<file path="src/rtl/plc_pkg.sv">
package plc_pkg;
  typedef enum logic [1:0] {
    CS_IDLE  = 2'd0,
    CS_ARMED = 2'd1,
    CS_ODD   = 2'd2,
    CS_EVEN  = 2'd3
  } cap_state_t;
endpackage

</file>
<file path="src/rtl/plc_line_tracker.sv">
module plc_line_tracker #(
  parameter int LINES_PER_FIELD = 288,
  parameter int CNT_W = $clog2(LINES_PER_FIELD + 1)
) (
  input  logic             clk,
  input  logic             rst,
  input  logic             href,
  input  logic             vsync,
  output logic             href_rise,
  output logic             href_fall,
  output logic [CNT_W-1:0] line_idx
);
  localparam logic [CNT_W-1:0] CNT_MAX = CNT_W'(LINES_PER_FIELD);

  logic href_d;
  logic [CNT_W-1:0] cnt;

  assign href_rise = href & ~href_d;
  assign href_fall = ~href & href_d;
  assign line_idx  = cnt;

  always_ff @(posedge clk) begin
    if (rst) begin
      href_d <= 1'b0;
      cnt    <= '0;
    end else begin
      href_d <= href;
      if (vsync)
        cnt <= '0;
      else if (href_rise && cnt != CNT_MAX)
        cnt <= cnt + 1'b1;
    end
  end
endmodule

</file>
<file path="src/rtl/plc_sequencer.sv">
module plc_sequencer
  import plc_pkg::*;
#(
  parameter int PHASES = 4,
  parameter int PH_W = $clog2(PHASES)
) (
  input  logic            clk,
  input  logic            rst,
  input  logic            vsync,
  input  logic            field_odd,
  input  logic            cap_req,
  output logic            capturing,
  output logic [PH_W-1:0] phase
);
  localparam logic [PH_W-1:0] PH_LAST = PH_W'(PHASES - 1);

  cap_state_t state;
  logic vsync_d;
  logic vs_rise, vs_fall;

  assign vs_rise   = vsync & ~vsync_d;
  assign vs_fall   = ~vsync & vsync_d;
  assign capturing = (state == CS_ODD) || (state == CS_EVEN);

  always_ff @(posedge clk) begin
    if (rst) begin
      state   <= CS_IDLE;
      vsync_d <= 1'b0;
      phase   <= '0;
    end else begin
      vsync_d <= vsync;
      unique case (state)
        CS_IDLE:  if (cap_req) state <= CS_ARMED;
        CS_ARMED: if (vs_fall && field_odd) state <= CS_ODD;
        CS_ODD:   if (vs_fall && !field_odd) state <= CS_EVEN;
        CS_EVEN: begin
          if (vs_rise) begin
            state <= CS_IDLE;
            phase <= (phase == PH_LAST) ? '0 : phase + 1'b1;
          end
        end
        default:  state <= CS_IDLE;
      endcase
    end
  end
endmodule

</file>
<file path="src/rtl/plc_line_gate.sv">
module plc_line_gate #(
  parameter int BYTES_PER_LINE = 1440,
  parameter int DATA_W = 8,
  parameter int BC_W = $clog2(BYTES_PER_LINE + 2)
) (
  input  logic              clk,
  input  logic              rst,
  input  logic              href,
  input  logic              href_rise,
  input  logic              href_fall,
  input  logic              pick,
  input  logic [DATA_W-1:0] pix_data,
  input  logic              irq_ack,
  output logic              buf_we,
  output logic [DATA_W-1:0] buf_data,
  output logic              irq,
  output logic              ovr_flag,
  output logic              len_err
);
  localparam logic [BC_W-1:0] BC_NOM = BC_W'(BYTES_PER_LINE);
  localparam logic [BC_W-1:0] BC_SAT = BC_W'(BYTES_PER_LINE + 1);

  logic line_sel;
  logic we_c;
  logic line_done;
  logic [BC_W-1:0] bcnt;

  assign we_c      = href & (href_rise ? pick : line_sel);
  assign line_done = href_fall & line_sel;

  always_ff @(posedge clk) begin
    if (rst) begin
      line_sel <= 1'b0;
      bcnt     <= '0;
      buf_we   <= 1'b0;
      buf_data <= '0;
      irq      <= 1'b0;
      ovr_flag <= 1'b0;
      len_err  <= 1'b0;
    end else begin
      buf_we   <= we_c;
      buf_data <= pix_data;
      if (href_rise) begin
        line_sel <= pick;
        bcnt     <= pick ? BC_W'(1) : '0;
      end else if (we_c && bcnt != BC_SAT) begin
        bcnt <= bcnt + 1'b1;
      end
      if (line_done) begin
        line_sel <= 1'b0;
        if (bcnt != BC_NOM) len_err <= 1'b1;
      end
      if (line_done)
        irq <= 1'b1;
      else if (irq_ack)
        irq <= 1'b0;
      if (href_rise && pick && irq && !irq_ack)
        ovr_flag <= 1'b1;
    end
  end
endmodule

</file>
<file path="src/rtl/phased_line_capture.sv">
module phased_line_capture #(
  parameter int BYTES_PER_LINE  = 1440,
  parameter int LINES_PER_FIELD = 288,
  parameter int PHASES          = 4,
  parameter int DATA_W          = 8,
  localparam int PH_W  = $clog2(PHASES),
  localparam int CNT_W = $clog2(LINES_PER_FIELD + 1)
) (
  input  logic              clk,
  input  logic              rst,
  input  logic [DATA_W-1:0] pix_data,
  input  logic              href,
  input  logic              vsync,
  input  logic              field_odd,
  input  logic              cap_req,
  input  logic              irq_ack,
  output logic              buf_we,
  output logic [DATA_W-1:0] buf_data,
  output logic              irq,
  output logic [PH_W-1:0]   phase,
  output logic              ovr_flag,
  output logic              len_err
);
  logic href_rise, href_fall;
  logic [CNT_W-1:0] line_idx;
  logic capturing;
  logic pick;
  logic [CNT_W-1:0] line_mod;

  plc_line_tracker #(
    .LINES_PER_FIELD(LINES_PER_FIELD),
    .CNT_W(CNT_W)
  ) trk_i (
    .clk(clk), .rst(rst), .href(href), .vsync(vsync),
    .href_rise(href_rise), .href_fall(href_fall), .line_idx(line_idx)
  );

  plc_sequencer #(
    .PHASES(PHASES),
    .PH_W(PH_W)
  ) seq_i (
    .clk(clk), .rst(rst), .vsync(vsync), .field_odd(field_odd),
    .cap_req(cap_req), .capturing(capturing), .phase(phase)
  );

  assign line_mod = line_idx % CNT_W'(PHASES);
  assign pick     = capturing && (line_mod == CNT_W'(phase));

  plc_line_gate #(
    .BYTES_PER_LINE(BYTES_PER_LINE),
    .DATA_W(DATA_W)
  ) gate_i (
    .clk(clk), .rst(rst), .href(href), .href_rise(href_rise),
    .href_fall(href_fall), .pick(pick), .pix_data(pix_data),
    .irq_ack(irq_ack), .buf_we(buf_we), .buf_data(buf_data),
    .irq(irq), .ovr_flag(ovr_flag), .len_err(len_err)
  );
endmodule

</file>
<file path="config.mk">
export PLATFORM = sky130hd
export DESIGN_NAME = phased_line_capture
export DESIGN_NICKNAME = d
export VERILOG_FILES = /design/src/rtl/plc_pkg.sv /design/src/rtl/plc_line_tracker.sv /design/src/rtl/plc_sequencer.sv /design/src/rtl/plc_line_gate.sv /design/src/rtl/phased_line_capture.sv
export SDC_FILE = /design/constraint.sdc
export NUM_CORES = 1
export LEC_CHECK = 0
export ABC_CLOCK_PERIOD_IN_PS = 3100
export BUFFER_PORTS_ARGS = -buffer_cell sky130_fd_sc_hd__buf_4
export CORE_ASPECT_RATIO = 2
export CORE_MARGIN = 10
export CORE_UTILIZATION = 55
export CTS_BUF_LIST = sky130_fd_sc_hd__clkbuf_4
export DETAILED_ROUTE_END_ITERATION = 8
export GPL_TIMING_DRIVEN = 0
export HOLD_SLACK_MARGIN = 0.08
export PLACE_DENSITY = 0.78
export RECOVER_POWER = 25
export SLEW_MARGIN = 20
export SYNTH_ARGS = -nofsm -noshare
export SYNTH_HDL_FRONTEND = slang
export SYNTH_SLANG_ARGS = --single-unit
</file>
<file path="constraint.sdc">
create_clock -name clk -period 3.1 [get_ports clk]
set_input_delay 0.465 -clock clk [delete_from_list [all_inputs] [get_ports clk]]
set_output_delay 0.465 -clock clk [all_outputs]
set_load 0.05 [all_outputs]
</file>
Yosys cells after proc, flatten, opt, wreduce, memory -nomap -nowiden --
Cells that the tools add are included.
Storage, ports and cells: register bits 39, input bits 15, output and inout bits 14
Cells by class: add/sub/neg operators 3, equal/unequal tests 12, multiplexer cells 12, bitwise gates (word level) 10, reductions and logical operators 19
Operator list (number):
- $mux 11 | 2
- $ne 11x11->1 const B | 2
- $add 11x1->11 const B | 1
- $mux 2 | 5
- $add 9x1->9 const B | 1
- $ne 9x9->1 const B | 1
- $logic_and 1x1->1 | 8
- $pmux 2 s4 | 1
- $and 1x1->1 | 6
- $eq 2x2->1 const B | 3
- $mux 1 | 4
- $ne 2x1->1 const B | 2
- $ne 2x2->1 const B | 2
- $not 1->1 | 4
- $reduce_and 2->1 | 2
- $reduce_and 4->1 | 1
- $reduce_bool 2->1 | 2
- $reduce_or 2->1 | 2
- $add 2x1->2 const B | 1
- $eq 2x1->1 const B | 1
- $eq 2x2->1 | 1
- $logic_not 1->1 | 2
- $logic_not 2->1 | 1
- $logic_or 1x1->1 | 1

Logic depth before layout (Yosys ltp) --
Gate-level depths: netlist of the first run.
depth in word-level cells 8, gate-level depth with buffers 6

By module --
From an unflattened synthesis of the first run, not the netlist that was laid out.
Second synthesis, totals: cell total of the unflattened synthesis 201, area total of the unflattened synthesis 1855.5 um^2
Modules (own cells, without submodules):
- plc_line_gate | instances 1, cells each 107, area an instance 1024.7 um^2, sequential area each 480.5 um^2
- plc_line_tracker | instances 1, cells each 59, area an instance 514.2 um^2, sequential area each 200.2 um^2
- plc_sequencer | instances 1, cells each 32, area an instance 292.8 um^2, sequential area each 100.1 um^2
- phased_line_capture | instances 1, cells each 3, area an instance 23.8 um^2, sequential area each 0.0 um^2

Least setup slack after synthesis of the first run --
OpenSTA, ideal clock, no wires.
kind register to register, start reg seq_i.phase[0], end reg gate_i.bcnt[7], setup time 118 ps, arrival 1966 ps, setup slack 1016 ps, cell stages (with the launch flop) 5, path buffers 0, period minus slack after synthesis 2084 ps, cell sequence dfxtp_1 xor2_1 o41a_1 or4_1 mux2i_1
On the way: cells in the longest elaborated chain, start to end 6
Ends and longest elaborated chain:
- start: declaration | line plc_sequencer.sv:13 | output logic [PH_W-1:0] phase
- start signal: assignment | line plc_sequencer.sv:39 | phase <= (phase == PH_LAST) ? '0 : phase + 1'b1;
- $eq 2x2->1 | line phased_line_capture.sv:47 | assign pick = capturing && (line_mod == CNT_W'(phase));
- $logic_and 1x1->1 | line phased_line_capture.sv:47
- $mux 1
- $and 1x1->1 | line plc_line_gate.sv:28 | assign we_c = href & (href_rise ? pick : line_sel);
- $logic_and 1x1->1 | line plc_line_gate.sv:46 | end else if (we_c && bcnt != BC_SAT) begin
- $reduce_bool 2->1 (no source line)
- end signal: assignment | line plc_line_gate.sv:45 | bcnt <= pick ? BC_W'(1) : '0;
- end signal: assignment | line plc_line_gate.sv:47 | bcnt <= bcnt + 1'b1;
- end: declaration | line plc_line_gate.sv:26 | logic [BC_W-1:0] bcnt;
No other way between the ends. A chain may end at the register's enable or synchronous reset.

Worst setup path after layout of the first run --
start reg seq_i.state[0], end reg gate_i.bcnt[7]
On the way: cells in the longest elaborated chain, start to end 7, elaborated cells between the ends (all ways) 8, classes of those cells 2 x eq/ne; 1 x mux; 1 x bitwise; 4 x reduce/logical
Ends and longest elaborated chain:
- start: declaration | line plc_sequencer.sv:17 | cap_state_t state;
- start signal: assignment | line plc_sequencer.sv:27 | state <= CS_IDLE;
- start signal: assignment | line plc_sequencer.sv:33 | CS_IDLE: if (cap_req) state <= CS_ARMED;
- start signal: assignment | line plc_sequencer.sv:34 | CS_ARMED: if (vs_fall && field_odd) state <= CS_ODD;
- $eq 2x2->1 | line plc_sequencer.sv:23 | assign capturing = (state == CS_ODD) || (state == CS_EVEN);
- $logic_or 1x1->1 (*) | line plc_sequencer.sv:23
- $logic_and 1x1->1 (*) | line phased_line_capture.sv:47
- $mux 1 (*)
- $and 1x1->1 (*) | line plc_line_gate.sv:28
- $logic_and 1x1->1 (*) | line plc_line_gate.sv:46
- $reduce_bool 2->1 (no source line) (*)
Mark *: on every way between the ends. The rest lies on a longest branch, timed or not.

==> out/results.tsv, run 1 <==
stage	metric	value	unit
run_status	status	complete, no violations	
place	port bufs	27	
sta	clock skew	0.00300	ns
global_routing	GRT overflow	0	
place	HPWL Detailed	3280	um
floorplanning	Initial Util	57.7	%
sta	RSZ-0062 raised after global routing	false	
clock_tree	CTS Root Cell	clkbuf_4	
clock_tree	Clock Sinks	39	
global_routing	largest net degree at the start of global routing	13	
clock_tree	hold_buf cts	0	
clock_tree	Longest Clk Path Bufs	2	
layout	Area Overhead vs Synth	17.7	%
drt	DR vias	1657	
worst_setup_path	CP arrival	2.35	ns
synth	Syn Nets	232	
synth	top cells by area, synth	dfxtp_1 42%, ha_1 6.8%, nor2_1 4.9%	
synth	synthesized area per cell	8.90	um^2
floorplanning	Core Area	3190	um^2
place	RePlAce Congestion	0.867	
synth	register bit total from synthesis	39	
pwr	pwr dens	508	nW/um^2
layout	most frequent cells in the layout	39 x dfxtp_1, 27 x buf_4, 24 x nor2_1, 14 x inv_1, 13 x nand2_1	
synth	synthesized netlist cell count	207	
floorplanning	full die area	6210	um^2
sta	Max Fclk	475	MHz
floorplanning	I/O pin count	29	
sta	crit path time final	2.11	ns
clock_tree	CTS Buf Count	5	
worst_setup_path	critical path capture point type	flip-flop	
sta	worst rel slew slack	50.7	%
clock_tree	CTS tree	yes	
global_routing	GRT Util Overall	14.4	%
clock_tree	clk slew on worst S/H paths	0.11	ns
sta	fin worst setup slack	0.994	ns
global_routing	initial antenna violation count	0	
pwr	peak supply drop	0.399	mV
sta	Final Cycle Share	68.0	%
worst_setup_path	Startpoint Class	flip-flop	
pwr	Leak	0.000870	uW
sta	tightest hold margin	0.327	ns
floorplanning	Die Y	102	um
drt	DRC viols	0	
worst_setup_path	Crit-path slowest cell	or4_1	
sta	Max Slew Vio Count	0	
sta	worst slew pin tran	0.732	ns
drt	via density per instance	6.07	
drt	drt pass-1 iters	5	
place	pre-CTS setup slack	1.01	ns
sta	setup tns final	0	ns
synth	Syn. warnings	0	
layout	nets	266	
synth	Distinct cells, synth	40	
synth	area share of the largest cell type after synthesis	42.4	%
drt	Routed WL	4170	um
floorplanning	Die W	60.9	um
layout	# diodes	0	
layout	Finished Core Util	67.9	%
sta	# setup viols final	0	
worst_setup_path	critical-path cell list	inv_1 -> ha_1 -> nor2_1 -> o41a_1 -> or4_1 -> mux2i_1	
worst_setup_path	Crit Path Max Fanout	7	
drt	WL/cell	15.3	um
synth	Cell Area, Synth	1840	um^2
layout	layout cells sized above 1	16.1	%
worst_setup_path	CP max stage delay	0.59	ns
sta	Hold Fails Final Rpt	0	
synth	register area share after synthesis	42.4	%
worst_setup_path	WS Path Type	flip-flop to flip-flop	
global_routing	vias in the first global route	1736	
drt	initial drt markers	43	
layout	most common cell after layout, fill and taps aside	dfxtp_1	
clock_tree	Post-CTS Resized	0	
worst_setup_path	Crit path required time	3.35	ns
hold_path	Hold WC Path Type	primary input to flip-flop	
clock_tree	number of setup buffers added after CTS	0	
floorplanning	site row count	29	
drt	remaining antenna violation count	0	
clock_tree	clock latency on the worst-skew pair	0.34	ns
synth	area leader, netlist	dfxtp_1	
global_routing	first-pass GRT wire length	7070	um
clock_tree	H-tree Lvls	2	
job	Max-cap violations	0	
[synthesized netlist by cell type]
master    count
nand2_1      13
nand4_1       7
a311oi_1      1
clkbuf_1      5
o21bai_1      1
o41a_1        1
nor4_1        2
o41ai_1       2
a221oi_1      1
a31o_2        1
or3_1         4
nand3_1       4
nor4bb_1      1
a21oi_1      11
xnor2_1       4
o31ai_1       2
or2_2         1
a31oi_1       2
xor2_1        5
nor2b_1      10
or4_1         2
nand3b_1      4
a41o_1        1
and4b_1       2
and3_1        1
nor3_1        7
nand2b_4      1
nor4b_1       3
ha_1         10
o311ai_0      1
inv_1        14
dfxtp_1      39
nand2b_1      4
nor2_1       24
a211oi_1      3
o22ai_1       1
o221a_2       1
and4_1        2
o21ai_0       3
mux2i_1       6
[final cells by class]
cell class                      instances  area [um^2]
Timing Repair Buffer                   27          203
Buffer                                  5         18.8
Multi-Input combinational cell        149          998
Tap cell                               31         38.8
Sequential cell                        39          781
Clock inverter                          3         38.8
Inverter                               14         52.6
Clock buffer                            5         37.5
Fill cell                             283         1020
[layer usage]
| metal | global-route usage (%) | share of wire, % |
|---|---|---|
| met5 | 0 | 0 |
| met4 | 7.47 | 2.7 |
| met3 | 5.47 | 6.8 |
| met2 | 27.2 | 56 |
| met1 | 11.8 | 34 |
[state kept, by name, summed over array words and instances (netlist names)]
name,count
gate_i.bcnt,11
trk_i.line_idx,9
gate_i.buf_data,8
seq_i.phase,2
seq_i.state,2
gate_i.buf_we,1
gate_i.irq,1
gate_i.len_err,1
gate_i.line_sel,1
gate_i.ovr_flag,1
seq_i.vsync_d,1
trk_i.href_d,1
[power breakdown]
part / leakage [uW] / internal (uW) / switching, uW
clock network: 0.0000426 / 166 / 162
registers: 0.000318 / 525 / 24.2
logic: 0.000510 / 92.9 / 130
[through the flow]
stage	cell area [um^2]	power, uW	std cells
after global routing	2170	1160	273
after global placement	2080	777	265
after detailed placement	2090	786	265
after floorplan	1840	715	207
final	2170	1100	273
after CTS	2170	1110	273
[cells by family (layout without fill, tap and decap cells)]
group,count (synthesis),count (layout),share of synthesized area (%)
adders and majority gates,10,10,6.79
xor gates and xnor gates,9,9,4.28
buffers and inverters,19,54,3.87
muxes,6,6,3.26
DFF,39,39,42.4
and+or+nand+nor,92,92,27.6
AOI/OAI and AO/OA,32,32,11.9
[final timing paths]
check | start | endpoint | slack (ns) | cells after the start
hold reg to reg | gate_i.ovr_flag | gate_i.ovr_flag | 0.48 | 2
setup / recovery | seq_i.state[0] | gate_i.bcnt[7] | 0.99 | 6
setup reg to reg | seq_i.state[0] | gate_i.bcnt[7] | 0.99 | 6
hold / removal | pix_data[3] | gate_i.buf_data[3] | 0.33 | 2
[critical path: cells and delay by family (launching register included)]
kind                       cells  cell delay [ns]
adders and majority gates      1             0.21
AOI/OAI and AO/OA              1             0.53
and+or+nand+nor                2             0.69
DFF                            1             0.36
buffers and inverters          1             0.09
muxes                          1             0.14
Note: power is estimated with default switching activity, not from simulation.
==> inputs of run 2 (changes only) <==
--- a/config.mk
+++ b/config.mk
@@ -5,7 +5,7 @@
 export SDC_FILE = /design/constraint.sdc
 export NUM_CORES = 1
 export LEC_CHECK = 0
-export ABC_CLOCK_PERIOD_IN_PS = 3100
+export ABC_CLOCK_PERIOD_IN_PS = 2100
 export BUFFER_PORTS_ARGS = -buffer_cell sky130_fd_sc_hd__buf_4
 export CORE_ASPECT_RATIO = 2
 export CORE_MARGIN = 10
==> constraint.sdc (replaced) <==
create_clock -name clk -period 2.1 [get_ports clk]
set_input_delay 0.315 -clock clk [delete_from_list [all_inputs] [get_ports clk]]
set_output_delay 0.315 -clock clk [all_outputs]
set_load 0.05 [all_outputs]
==> out/results.tsv, run 2 (same netlist as run 1, synthesis figures left out) <==
stage	metric	value	unit	change
worst_setup_path	WS Path Type	flip-flop to flip-flop		
drt	remaining antenna violation count	0		unchanged
pwr	Combinational Power Share	20.5	%	+0.2 points
sta	fin worst setup slack	0.0833	ns	-0.910 ns
floorplanning	I/O pin count	29		unchanged
layout	max FFs per register	11		unchanged
pwr	Pwr Total	1630	uW	+48%
global_routing	largest net degree at the start of global routing	13		unchanged
layout	nets	267		+0.38%
drt	DR top layer	met4		
worst_setup_path	critical path capture point type	flip-flop		
pwr	Seq pwr share	49.7	%	-0.2 points
floorplanning	Core Area	3190	um^2	unchanged
floorplanning	Die W	60.9	um	unchanged
run_status	status	complete, no violations		
clock_tree	Clock Sinks	39		unchanged
worst_setup_path	Crit path required time	2.32	ns	-1.03 ns
floorplanning	Initial Util	57.7	%	unchanged
worst_setup_path	critical-path cell list	inv_1 -> ha_2 -> nor2_1 -> o41a_1 -> buf_4 -> o311ai_0 -> o41ai_1		
drt	drt pass-1 iters	4		-1
layout	layout cells sized above 1	16.5	%	+0.35 points
layout	# diodes	0		unchanged
worst_setup_path	Startpoint Class	flip-flop		
drt	Met2 Wirelength	2350	um	+0.34%
place	area post-placement	2090	um^2	unchanged
place	port bufs	27		unchanged
sta	Hold Fails Final Rpt	0		unchanged
job	Max-cap violations	0		unchanged
drt	DR vias	1651		-0.36%
clock_tree	clk slew on worst S/H paths	0.11	ns	about the same
drt	met1 wire length	1450	um	+1.5%
global_routing	first-pass GRT wire length	7090	um	+0.30%
global_routing	GRT Util Overall	14.4	%	+0.048 points
global_routing	GRT overflow	0		unchanged
clock_tree	Longest Clk Path Bufs	2		unchanged
pwr	Leak	0.000866	uW	-0.45%
sta	Max Slew Vio Count	0		unchanged
layout	Finished Core Util	68.1	%	+0.20 points
worst_setup_path	CP delay by family, top	compound AO/OA/AOI/OAI gates		
place	RePlAce Congestion	0.867		unchanged
sta	worst slew pin tran	0.735	ns	+0.00324 ns
layout	Area Overhead vs Synth	18.0	%	
drt	Routed WL	4180	um	+0.36%
clock_tree	clock latency on the worst-skew pair	0.34	ns	about the same
sta	worst rel slew slack	50.4	%	-0.22 points
floorplanning	site row count	29		unchanged
sta	clock skew	0.00267	ns	-0.000331 ns
layout	Fill cells	279		-1.4%
worst_setup_path	CP max stage delay	0.49	ns	-0.10 ns
pwr	peak supply drop	0.591	mV	+48%
clock_tree	CTS Buf Count	5		unchanged
sta	RSZ-0062 raised after global routing	false		
sta	crit path time final	2.02	ns	-0.0898 ns
clock_tree	CTS Root Cell	clkbuf_4		
drt	DRC viols	0		unchanged
drt	via density per instance	6.03		-0.73%
pwr	Pint	1160	uW	+48%
global_routing	vias in the first global route	1750		+0.81%
pwr	sw frac	28.8	%	about the same
floorplanning	full die area	6210	um^2	unchanged
pwr	clock power share	29.7	%	about the same
clock_tree	hold_buf cts	0		unchanged
place	HPWL Detailed	3280	um	unchanged
pwr	NetSw	469	uW	+48%
sta	Max Fclk	496	MHz	+4.5%
sta	Final Cycle Share	96.0	%	+28 points
drt	WL/cell	15.3	um	about the same
pwr	pwr dens	750	nW/um^2	+48%
worst_setup_path	CP arrival	2.24	ns	-0.11 ns
sta	# setup viols final	0		unchanged
drt	initial drt markers	70		+63%
worst_setup_path	CP bufs+invs	2		+1
layout	design area	2170	um^2	+0.29%
global_routing	initial antenna violation count	0		unchanged
layout	most frequent cells in the layout	39 x dfxtp_1, 26 x buf_4, 24 x nor2_1, 14 x inv_1, 13 x nand2_1		
layout	Reg with most FFs	gate_i.bcnt		
clock_tree	CTS tree	yes		
drt	met3 wire length	266	um	-6.0%
worst_setup_path	Crit-path slowest cell	o41a_1		
worst_setup_path	Crit Path Max Fanout	4		-3
layout	most common cell after layout, fill and taps aside	dfxtp_1		
floorplanning	Die Y	102	um	unchanged
place	pre-CTS setup slack	0.00827	ns	-1.00 ns
clock_tree	H-tree Lvls	2		unchanged
hold_path	Hold WC Path Type	primary input to flip-flop		
[run 2: cell types whose count changed in the layout (fill, tap and decap cells not counted)]
cell      previous run  this run
clkbuf_1             5         7
buf_4               27        26
ha_1                10         9
ha_2                 0         1
or4_1                2         1
or4_4                0         1
[run 2: worst paths after layout]
check	startpoint	endpoint	slack [ns]	cells after the start
setup / recovery	seq_i.state[0]	gate_i.bcnt[2]	0.08	7
hold / removal	pix_data[3]	gate_i.buf_data[3]	0.18	2
setup reg to reg	seq_i.state[0]	gate_i.bcnt[2]	0.08	7
hold reg to reg	gate_i.ovr_flag	gate_i.ovr_flag	0.48	2
[run 2: power by group through the flow]
stage                     clock network, uW  registers (uW)  logic, uW
after floorplan                           0             858        197
after global placement                    0             828        319
after detailed placement                  0             829        331
after CTS                               499             812        338
after global routing                    531             817        369
final                                   485             812        335
[run 2: layer usage]
metal	track usage [%]	vias up
met2	27.2	48
met5	0	-
li1	-	804
met3	5.47	14
met4	7.81	0
met1	11.8	785
[run 2: per-stage QoR]
step | instances | setup TNS [ns] | hold WS [ns]
2_1_floorplan | 207 | 0 | 0.443
5_1_grt | 274 | 0 | 0.170
3_3_place_gp | 265 | -1.14 | 0.452
6_report | 274 | 0 | 0.177
3_5_place_dp | 265 | 0 | 0.463
4_1_cts | 274 | 0 | 0.165
[run 2: cell type report]
cell class              instances  area [um^2]  share of cell area (%)
plain buffers                   5         18.8                   0.863
clock buffers                   5         37.5                    1.73
clock inverters                 3         38.8                    1.78
inverters                      14         52.6                    2.42
multi-input cells             149         1000                    46.2
flip-flops and latches         39          781                    35.9
well taps                      31         38.8                    1.78
repair buffers                 28          203                    9.32
[run 2: what timing repair did]
| action | in CTS | in global routing |
|---|---|---|
| setup endpoints to repair | 1 | 2 |
| buffers inserted | 1 | 0 |
| gates resized for setup | 0 | 2 |
| pin swaps | 1 | 1 |
| endpoints found under the hold margin | 0 | 0 |
==> inputs of run 3 (changes only) <==
--- a/config.mk
+++ b/config.mk
@@ -5,6 +5,7 @@
 export SDC_FILE = /design/constraint.sdc
 export NUM_CORES = 1
 export LEC_CHECK = 0
+export ABC_AREA = 1
 export ABC_CLOCK_PERIOD_IN_PS = 2100
 export BUFFER_PORTS_ARGS = -buffer_cell sky130_fd_sc_hd__buf_4
 export CORE_ASPECT_RATIO = 2
@@ -14,9 +15,10 @@
 export DETAILED_ROUTE_END_ITERATION = 8
 export GPL_TIMING_DRIVEN = 0
 export HOLD_SLACK_MARGIN = 0.08
-export PLACE_DENSITY = 0.78
+export PLACE_DENSITY = 0.77
 export RECOVER_POWER = 25
 export SLEW_MARGIN = 20
 export SYNTH_ARGS = -nofsm -noshare
 export SYNTH_HDL_FRONTEND = slang
+export SYNTH_HIERARCHICAL = 1
 export SYNTH_SLANG_ARGS = --single-unit
==> out/results.tsv, run 3 <==
stage	metric	value	unit	change
run_status	status	complete, no violations		
worst_setup_path	CP bufs+invs	2		unchanged
sta	Max Slew Vio Count	0		unchanged
clock_tree	number of setup buffers added after CTS	0		-1
clock_tree	CTS tree	yes		
layout	most common cell after layout, fill and taps aside	nand2_1		
place	pre-CTS setup slack	0.0834	ns	+0.0751 ns
layout	Fill cells	337		+21%
sta	clock skew	0.0172	ns	+0.0145 ns
drt	drt pass-1 iters	4		unchanged
pwr	pwr dens	706	nW/um^2	-6.0%
synth	post-synthesis compound-gate area fraction	5.14	%	-6.7 points
pwr	peak supply drop	0.571	mV	-3.4%
floorplanning	Die Y	108	um	+5.8%
layout	Area Overhead vs Synth	16.7	%	
synth	Post-synth EDFFs	0		unchanged
global_routing	vias in the first global route	1805		+3.1%
worst_setup_path	WS Path Type	flip-flop to flip-flop		
layout	footprint of the multi-input gates	1090	um^2	+8.5%
synth	synthesized area per cell	6.62	um^2	-26%
worst_setup_path	CP delay by family, top	simple AND/OR/NAND/NOR gates		
clock_tree	clk slew on worst S/H paths	0.13	ns	+0.02 ns
sta	setup tns final	0	ns	unchanged
synth	area leader, netlist	dfxtp_1		
place	HPWL Detailed	3350	um	+2.2%
drt	Routed WL	4320	um	+3.2%
drt	DR vias	1934		+17%
job	Max-cap violations	0		unchanged
synth	Post-Synth Adder-Cell Area	5.91	%	-0.88 points
sta	Max Fclk	520	MHz	+4.8%
worst_setup_path	critical path capture point type	flip-flop		
worst_setup_path	critical-path cell list	inv_1 -> ha_1 -> or2_2 -> nand3_1 -> nor2_1 -> nand2_2 -> nand2_2 -> nand2_2 -> inv_1 -> o21ai_2 -> o21ai_0 -> nor2_1		
synth	xor/xnor cell area share of the yosys netlist	0.827	%	-3.4 points
clock_tree	CTS Root Cell	clkbuf_4		
pwr	Leak	0.00116	uW	+34%
floorplanning	full die area	6880	um^2	+11%
global_routing	GRT overflow	0		unchanged
floorplanning	Core Area	3680	um^2	+15%
synth	dominant synthesized flop cell	dfxtp_1		
sta	# setup viols final	0		unchanged
layout	max FFs per register	11		unchanged
global_routing	initial antenna violation count	0		unchanged
floorplanning	site row count	31		+6.9%
worst_setup_path	CP dominant cell by count	nand2_2		
sta	Hold Fails Final Rpt	0		unchanged
synth	synthesized netlist cell count	320		+55%
global_routing	largest net degree at the start of global routing	14		+1
clock_tree	CTS Buf Count	5		unchanged
synth	Syn Nets	345		+49%
layout	most frequent cells in the layout	70 x nand2_1, 60 x nor2_1, 59 x inv_1, 38 x dfxtp_1, 27 x buf_4		
sta	worst slew pin tran	0.689	ns	-0.0465 ns
synth	register area share after synthesis	36.9	%	-5.5 points
drt	remaining antenna violation count	0		unchanged
floorplanning	Initial Util	57.5	%	-0.27 points
synth	Syn. warnings	6		+6
hold_path	Hold WC Path Type	primary input to flip-flop		
worst_setup_path	Crit-path slowest cell	dfxtp_2		
layout	Reg with most FFs	gate_i/bcnt		
drt	DRC viols	0		unchanged
drt	initial drt markers	63		-10%
synth	top cells by area, synth	dfxtp_1 37%, nand2_1 12%, nor2_1 11%		
worst_setup_path	CP max stage delay	0.39	ns	-0.10 ns
clock_tree	clock latency on the worst-skew pair	0.35	ns	about the same
synth	Cell Area, Synth	2120	um^2	+15%
clock_tree	Clock Sinks	39		unchanged
drt	via density per instance	4.78		-21%
synth	most common cell in the synthesized netlist	nand2_1		
synth	largest family of logic cells by synthesized area	simple AND/OR/NAND/NOR gates		
place	RePlAce Congestion	0.846		-2.4%
synth	area share of the largest cell type after synthesis	36.9	%	-5.5 points
synth	register bit total from synthesis	39		unchanged
synth	Async SR Flop Fraction	0	%	unchanged
synth	Distinct cells, synth	28		-30%
worst_setup_path	Crit path required time	2.39	ns	+0.07 ns
synth	multiplexer share of the synthesized area	0	%	-3.3 points
floorplanning	I/O pin count	29		unchanged
sta	worst rel slew slack	53.9	%	+3.5 points
floorplanning	Die W	63.9	um	+4.8%
clock_tree	H-tree Lvls	2		unchanged
drt	WL/cell	10.7	um	-30%
place	port bufs	28		+3.7%
sta	crit path time final	1.92	ns	-0.0920 ns
synth	Simple-Gate Fraction of Synth Area	39.4	%	+12 points
layout	layout cells sized above 1	18.0	%	+1.5 points
worst_setup_path	Startpoint Class	flip-flop		
layout	Reg area	782	um^2	+0.16%
synth	most frequent cells after synthesis	70 x nand2_1, 60 x nor2_1, 59 x inv_1, 39 x dfxtp_1, 25 x nand3_1		
worst_setup_path	Crit Path Max Fanout	5		+1
global_routing	GRT Util Overall	13.1	%	-1.4 points
global_routing	first-pass GRT wire length	7420	um	+4.8%
layout	nets	380		+42%
clock_tree	Longest Clk Path Bufs	2		unchanged
sta	RSZ-0062 raised after global routing	false		
layout	# diodes	0		unchanged
worst_setup_path	CP arrival	2.22	ns	-0.02 ns
sta	fin worst setup slack	0.175	ns	+0.0920 ns
sta	Final Cycle Share	91.7	%	-4.4 points
[run 3: worst reg2reg max path, cell delays in order (launching register included)]
cell and delay (ns):
dfxtp_2 0.39, inv_1 0.07, ha_1 0.24, or2_2 0.30, nand3_1 0.08, nor2_1 0.06
nand2_2 0.10, nand2_2 0.07, nand2_2 0.09, inv_1 0.11, o21ai_2 0.10, o21ai_0 0.10
nor2_1 0.16
[run 3: what timing repair did]
| item | CTS | global route |
|---|---|---|
| resized for setup | 0 | 2 |
| hold buffers | 0 | 0 |
| endpoints found under the setup margin | 0 | 5 |
[run 3: kinds of logic after synthesis]
kind of cell | Yosys count
adder cells (fa/ha/maj) | 10
XOR/XNOR | 2
flip-flops | 39
AO/OA/AOI/OAI | 20
buffers and inverters | 64
AND/OR/NAND/NOR | 185
[run 3: path summary, 6_finish.rpt]
| path | endpoint | cells after the start | slack [ns] | from |
|---|---|---|---|---|
| worst max-delay path | gate_i/bcnt[5] | 12 | 0.18 | seq_i/state[0] |
| worst max register to register | gate_i/bcnt[5] | 12 | 0.18 | seq_i/state[0] |
| worst min-delay path | gate_i/buf_data[1] | 3 | 0.16 | pix_data[1] |
| worst min register to register | gate_i/len_err | 2 | 0.47 | gate_i/len_err |
[run 3: layout make-up]
type	count	area share, %
multi-input combinational	217	44.1
clock buffer	5	1.52
sequential	39	31.7
buffer	2	0.608
tap	49	2.48
inverter	62	9.52
clock inverter	3	1.72
timing repair buffer	28	8.36
[run 3: power breakdown]
group | internal [uW] | switching, uW | total, uW
Combinational | 157 | 250 | 407
Sequential | 782 | 39.2 | 821
Clock | 251 | 263 | 514
Total | 1190 | 552 | 1740
[run 3: metrics by stage]
step,cells,utilization [%],hold slack (ns),area (um^2),power (uW)
global route,405,67.0,0.137,2470,1850
global placement,397,64.8,0.442,2390,1240
detailed placement,397,64.8,0.445,2390,1250
CTS,405,67.0,0.147,2470,1760
floorplan,320,-,0.384,2120,1140
finish,405,67.0,0.158,2470,1740
[run 3: layer usage]
metal / GRT usage (%) / vias to the layer above / share of wire [%]
li1: - / 1037 / -
met1: 11.9 / 857 / 39
met2: 25.3 / 32 / 55
met3: 3.86 / 8 / 3.9
met4: 5.50 / 0 / 1.6
met5: 0 / - / 0
